$ cat src/rtl/tpin_pkg.sv
package tpin_pkg;
  localparam int unsigned WORD_W   = 32;
  localparam int unsigned FLAG_W   = 4;
  // control word field positions
  localparam int unsigned FN_LSB   = 0;
  localparam int unsigned FN_W     = 3;
  localparam int unsigned DRV_LSB  = 4;
  localparam int unsigned IE_BIT   = 8;
  localparam int unsigned OD_BIT   = 9;
  localparam int unsigned EDGE_LSB = 16;
  // status word field positions
  localparam int unsigned LVL_BIT  = 8;

  typedef enum logic [FN_W-1:0] {
    FN_OFF     = 3'd0,
    FN_CAPTURE = 3'd1,
    FN_COMPARE = 3'd2,
    FN_PWM     = 3'd3,
    FN_GPIO    = 3'd4
  } pin_fn_e;

  typedef enum logic {
    SEL_CTRL   = 1'b0,
    SEL_STATUS = 1'b1
  } reg_sel_e;
endpackage

$ cat src/rtl/tpin_sync_edge.sv
module tpin_sync_edge #(
  parameter int unsigned STAGES = 2
) (
  input  logic       clk_i,
  input  logic       rst_i,
  input  logic       pin_i,
  input  logic       cap_en_i,
  input  logic [1:0] edge_sel_i,
  output logic       level_o,
  output logic       hit_o
);
  logic [STAGES-1:0] stage_q;
  logic              prev_q;

  for (genvar g = 0; g < STAGES; g++) begin : g_stage
    if (g == 0) begin : g_first
      always_ff @(posedge clk_i) begin
        if (rst_i) stage_q[g] <= 1'b0;
        else       stage_q[g] <= pin_i;
      end
    end else begin : g_rest
      always_ff @(posedge clk_i) begin
        if (rst_i) stage_q[g] <= 1'b0;
        else       stage_q[g] <= stage_q[g-1];
      end
    end
  end

  always_ff @(posedge clk_i) begin
    if (rst_i) prev_q <= 1'b0;
    else       prev_q <= stage_q[STAGES-1];
  end

  logic rise, fall;
  assign level_o = stage_q[STAGES-1];
  assign rise    = level_o & ~prev_q;
  assign fall    = ~level_o & prev_q;
  assign hit_o   = cap_en_i & ((edge_sel_i[0] & rise) | (edge_sel_i[1] & fall));
endmodule

$ cat src/rtl/tpin_regs.sv
module tpin_regs
  import tpin_pkg::*;
#(
  parameter int unsigned W  = WORD_W,
  parameter int unsigned FW = FLAG_W
) (
  input  logic         clk_i,
  input  logic         rst_i,
  input  logic         wr_i,
  input  logic         sel_i,
  input  logic [W-1:0] wdata_i,
  input  logic         hit_i,
  input  logic         level_i,
  output logic [W-1:0] mode_d_o,
  output logic [W-1:0] mode_q_o,
  output logic [FW-1:0] flags_q_o,
  output logic         irq_o,
  output logic [W-1:0] rdata_o
);
  logic [W-1:0]  mode_q, mode_d;
  logic [FW-1:0] flags_q, flags_d, clr_mask, set_mask;
  logic [W-1:0]  status_word;

  always_comb begin
    mode_d = mode_q;
    if (wr_i && sel_i == SEL_CTRL) mode_d = wdata_i;
  end

  always_comb begin
    clr_mask = '0;
    if (wr_i && sel_i == SEL_STATUS) clr_mask = wdata_i[FW-1:0];
    set_mask = '0;
    set_mask[0] = hit_i;
    // set has priority over a simultaneous clear
    flags_d = (flags_q & ~clr_mask) | set_mask;
  end

  always_comb begin
    status_word = '0;
    status_word[FW-1:0] = flags_q;
    status_word[LVL_BIT] = level_i;
  end

  always_ff @(posedge clk_i) begin
    if (rst_i) begin
      mode_q  <= '0;
      flags_q <= '0;
      irq_o   <= 1'b0;
      rdata_o <= '0;
    end else begin
      mode_q  <= mode_d;
      flags_q <= flags_d;
      irq_o   <= (|flags_d) & mode_d[IE_BIT];
      rdata_o <= (sel_i == SEL_STATUS) ? status_word : mode_q;
    end
  end

  assign mode_d_o  = mode_d;
  assign mode_q_o  = mode_q;
  assign flags_q_o = flags_q;
endmodule

$ cat src/rtl/tpin_drive.sv
module tpin_drive
  import tpin_pkg::*;
(
  input  logic            clk_i,
  input  logic            rst_i,
  input  logic [FN_W-1:0] fn_i,
  input  logic [1:0]      drv_i,
  input  logic            od_i,
  output logic            pin_out_o,
  output logic            pin_oe_o
);
  logic oe_d, out_d;

  always_comb begin
    oe_d  = 1'b0;
    out_d = 1'b0;
    if (fn_i == FN_GPIO && drv_i[1]) begin
      if (od_i) begin
        oe_d  = ~drv_i[0];
        out_d = 1'b0;
      end else begin
        oe_d  = 1'b1;
        out_d = drv_i[0];
      end
    end
  end

  always_ff @(posedge clk_i) begin
    if (rst_i) begin
      pin_oe_o  <= 1'b0;
      pin_out_o <= 1'b0;
    end else begin
      pin_oe_o  <= oe_d;
      pin_out_o <= out_d;
    end
  end
endmodule

$ cat src/rtl/tpin_unit.sv
module tpin_unit
  import tpin_pkg::*;
#(
  parameter int unsigned W           = WORD_W,
  parameter int unsigned FW          = FLAG_W,
  parameter int unsigned SYNC_STAGES = 2
) (
  input  logic         clk_i,
  input  logic         rst_i,
  input  logic         bus_wr_i,
  input  logic         bus_sel_i,
  input  logic [W-1:0] bus_wdata_i,
  output logic [W-1:0] bus_rdata_o,
  input  logic         pin_i,
  output logic         pin_out_o,
  output logic         pin_oe_o,
  output logic         irq_o
);
  logic [W-1:0]  mode_d, mode_q;
  logic [FW-1:0] flags_q;
  logic          edge_hit, pin_level, cap_en;

  assign cap_en = (mode_q[FN_LSB +: FN_W] == FN_CAPTURE);

  tpin_sync_edge #(.STAGES(SYNC_STAGES)) u_sync (
    .clk_i      (clk_i),
    .rst_i      (rst_i),
    .pin_i      (pin_i),
    .cap_en_i   (cap_en),
    .edge_sel_i (mode_q[EDGE_LSB +: 2]),
    .level_o    (pin_level),
    .hit_o      (edge_hit)
  );

  tpin_regs #(.W(W), .FW(FW)) u_regs (
    .clk_i     (clk_i),
    .rst_i     (rst_i),
    .wr_i      (bus_wr_i),
    .sel_i     (bus_sel_i),
    .wdata_i   (bus_wdata_i),
    .hit_i     (edge_hit),
    .level_i   (pin_level),
    .mode_d_o  (mode_d),
    .mode_q_o  (mode_q),
    .flags_q_o (flags_q),
    .irq_o     (irq_o),
    .rdata_o   (bus_rdata_o)
  );

  tpin_drive u_drive (
    .clk_i     (clk_i),
    .rst_i     (rst_i),
    .fn_i      (mode_d[FN_LSB +: FN_W]),
    .drv_i     (mode_d[DRV_LSB +: 2]),
    .od_i      (mode_d[OD_BIT]),
    .pin_out_o (pin_out_o),
    .pin_oe_o  (pin_oe_o)
  );
endmodule

$ cat config.mk
export PLATFORM = sky130hd
export DESIGN_NAME = tpin_unit
export DESIGN_NICKNAME = d
export VERILOG_FILES = /design/src/rtl/tpin_pkg.sv /design/src/rtl/tpin_sync_edge.sv /design/src/rtl/tpin_regs.sv /design/src/rtl/tpin_drive.sv /design/src/rtl/tpin_unit.sv
export SDC_FILE = /design/constraint.sdc
export NUM_CORES = 1
export LEC_CHECK = 0
export ABC_AREA = 1
export BUFFER_PORTS_ARGS = -buffer_cell sky130_fd_sc_hd__buf_2
export CAP_MARGIN = 40
export CORE_MARGIN = 10
export CORE_UTILIZATION = 40
export CTS_CLUSTER_DIAMETER = 50
export DETAILED_ROUTE_END_ITERATION = 10
export GPL_TIMING_DRIVEN = 1
export HOLD_SLACK_MARGIN = 0.12
export MAX_ROUTING_LAYER = met4
export PLACE_DENSITY = 0.69
export SLEW_MARGIN = 20
export SYNTH_ARGS = -nofsm -noshare
export SYNTH_HDL_FRONTEND = slang
export SYNTH_SLANG_ARGS = --single-unit
$ cat constraint.sdc
create_clock -name clk_i -period 2.5 [get_ports clk_i]
set_input_delay 0.125 -clock clk_i [delete_from_list [all_inputs] [get_ports clk_i]]
set_output_delay 0.125 -clock clk_i [all_outputs]
set_load 0.01 [all_outputs]
==> reports/results.ini <==
[clocking]
cts_resized = 0
htreeDepth = 3
cts.hold.buffers_added = 37
cts_tree = yes
root_buffer = clkbuf_8
post-cts-setup-buffer-count = 0
cts_buffers = 9
clk_latency_ns = 0.34
path_clk_slew_ns = 0.08
cts.sinks = 74
clk_path_buf_depth = 2

[run]
max_cap_viol_count = 0

[worst_setup_path]
path_max_fanout = 28
start_kind = primary input
cp_cell_sequence = buf_2 > inv_2 > nand2_2 > o21ai_1 > nor2_1 > dlygate4sd3_1
cp_data_required_time_ns = 2.73
slowest_stage = dlygate4sd3_1
arrival_ns = 1.65
max_stage_delay_ns = 0.56
path_class = primary input to flop
crit_start = bus_sel_i
path_buf_inv = 3
cpLargestDelayFamily = buffers and inverters
end_kind = flop
rr_startpoint = u_regs.mode_q_o[2]

[timing]
min_period_ns = 1.42
relSlewSlack = 0.647
maxSlewViolCount = 0
hold_violations = 0
timing.setup.tns_ns = 0
rsz0062_at_grt = no
fmax_mhz = 706
setup_viol = 0
min_period_over_period = 0.567
worstMarginPinSlew_ns = 0.527
skew_ns = 0.00576
layout_setup_ws_ns = 1.08

[synth]
synth_cell_types = 18
yosysMostFrequentCell = dfxtp_1
synthTopCellsByCount = 74 x dfxtp_1, 50 x nor2_1, 39 x inv_1, 30 x a21oi_1, 29 x o21ai_0
async_reset_ff_frac = 0
synth_ff_type = dfxtp_1
yosys.area.top_type = dfxtp_1
synth_cells = 274
synth_nets = 311
netlist_top_cells_area = dfxtp_1 63%, nor2_1 7.9%, a21oi_1 6.4%, inv_1 6.2%, o21ai_0 6.1%
netlist_area_um2 = 2360
yosys_warnings = 0
synth_edf_count = 0
synth_top_area_frac = 0.627
yosysSeqAreaShare = 0.627
synth_seq_cells = 74
syn_area_per_cell_um2 = 8.62

[route]
drt_iter0_drc = 61
vias = 2011
wl_per_cell_um = 12.4
ant_nets = 0
wl_um = 5680
dr.pass1.iters = 5
via_per_inst = 4.39
drc = 0

[placed_design]
post-place-ws_ns = 0.992
port_buffers = 71
gp_congestion = 0.851
dp_hpwl_um = 3860

[floorplan]
core_area_um2 = 5610
initial_core_util = 0.421
die_area_um2 = 9380
rows = 27
pin_count = 72
fp.dieH_um = 96.8
die_x_um = 96.8

[min_path]
worstHoldPathType = primary input to flop
min_from = bus_sel_i

[cells_and_area]
drive_gt1_frac = 0.236
antenna_cells = 0
post-route-util = 0.594
fin_nets = 418
fill_cells = 511
area_delta_synth_final_pct = 41.1

[pwr]
cellPowerDensity_nw_per_um2 = 740
p_leak_nw = 1.57
irDropWorstVdd_uv = 378

[global_route]
met1_usage = 0.148
grt.met3_usage = 0.0440
grt-ovfl-total = 0
antenna_found_initial = 0
grtUsageMet2 = 0.198
grt_pass1_wl_um = 9680
top_usage_layer = met2
grt_usage = 0.127
grt_pass1_vias = 1966
grt_max_degree = 34

[outcome]
status = completed

[worst reg2reg max path, stage by stage (launching register included)]
cell and delay, ns:
dfxtp_1 0.31, inv_1 0.07, nand2_1 0.05, o21ai_1 0.13, nor2_1 0.06, dlygate4sd3_1 0.56
[area by class of cell]
class	count	area, µm²	share of cell area
flip-flops and latches	74	1480	0.445
repair buffers	110	741	0.222
inverters	40	150	0.0451
multi-input cells	146	651	0.195
well taps	72	90.1	0.0270
clock inverters	5	77.6	0.0233
clock buffers	11	141	0.0424
[stage by stage]
stage / area [µm²] / std cells / total power, mW / hold slack (ns)
after global placement: 2740 / 405 / 1.44 / 0.325
after detailed placement: 2740 / 405 / 1.44 / 0.333
after global routing: 3330 / 458 / 2.58 / 0.163
after CTS: 3330 / 458 / 2.49 / 0.132
after floorplan: 2360 / 274 / 1.38 / 0.194
final: 3330 / 458 / 2.47 / 0.146
[routing by layer]
metal / share of wire / up-vias
met1: 0.46 / 877
met2: 0.48 / 66
li1: - / 1066
met3: 0.058 / 2
met4: 0.0033 / 0
met5: 0 / -
[report_power, final]
group	total, mW	switching [mW]	internal, mW
clock	1.01	0.422	0.586
sequential	1.24	0.0135	1.23
combinational	0.215	0.112	0.103
[placed cells by master (no fill, tap or decap), drive strengths merged]
| cell | instances |
|---|---|
| clkinvlp | 1 |
| nor3 | 1 |
| a21oi | 30 |
| o21ai | 33 |
| nand2 | 21 |
| dfxtp | 74 |
| clkinv | 2 |
| o211ai | 1 |
| clkbuf | 11 |
| bufinv | 2 |
| nand3 | 9 |
| nand2b | 1 |
| nor2 | 50 |
| inv | 40 |
| dlygate4sd3 | 37 |
| buf | 73 |
[logic make-up (layout without fill, tap and decap cells)]
group | Yosys count | in the layout | synth area share
compound gates | 64 | 64 | 0.137
simple gates | 82 | 82 | 0.139
buf+inv | 54 | 166 | 0.0970
flops | 74 | 74 | 0.627
[path summary, 6_finish.rpt]
check	endpoint	cells past startpoint	slack (ns)
worst min register to register	u_sync.level_o	2	0.41
worst max register to register	u_regs.mode_q_o[2]	5	1.20
worst min-delay path	u_regs.rdata_o[3]	3	0.15
worst max-delay path	u_regs.mode_q_o[2]	6	1.08
Power figures use the tool's default switching activity.
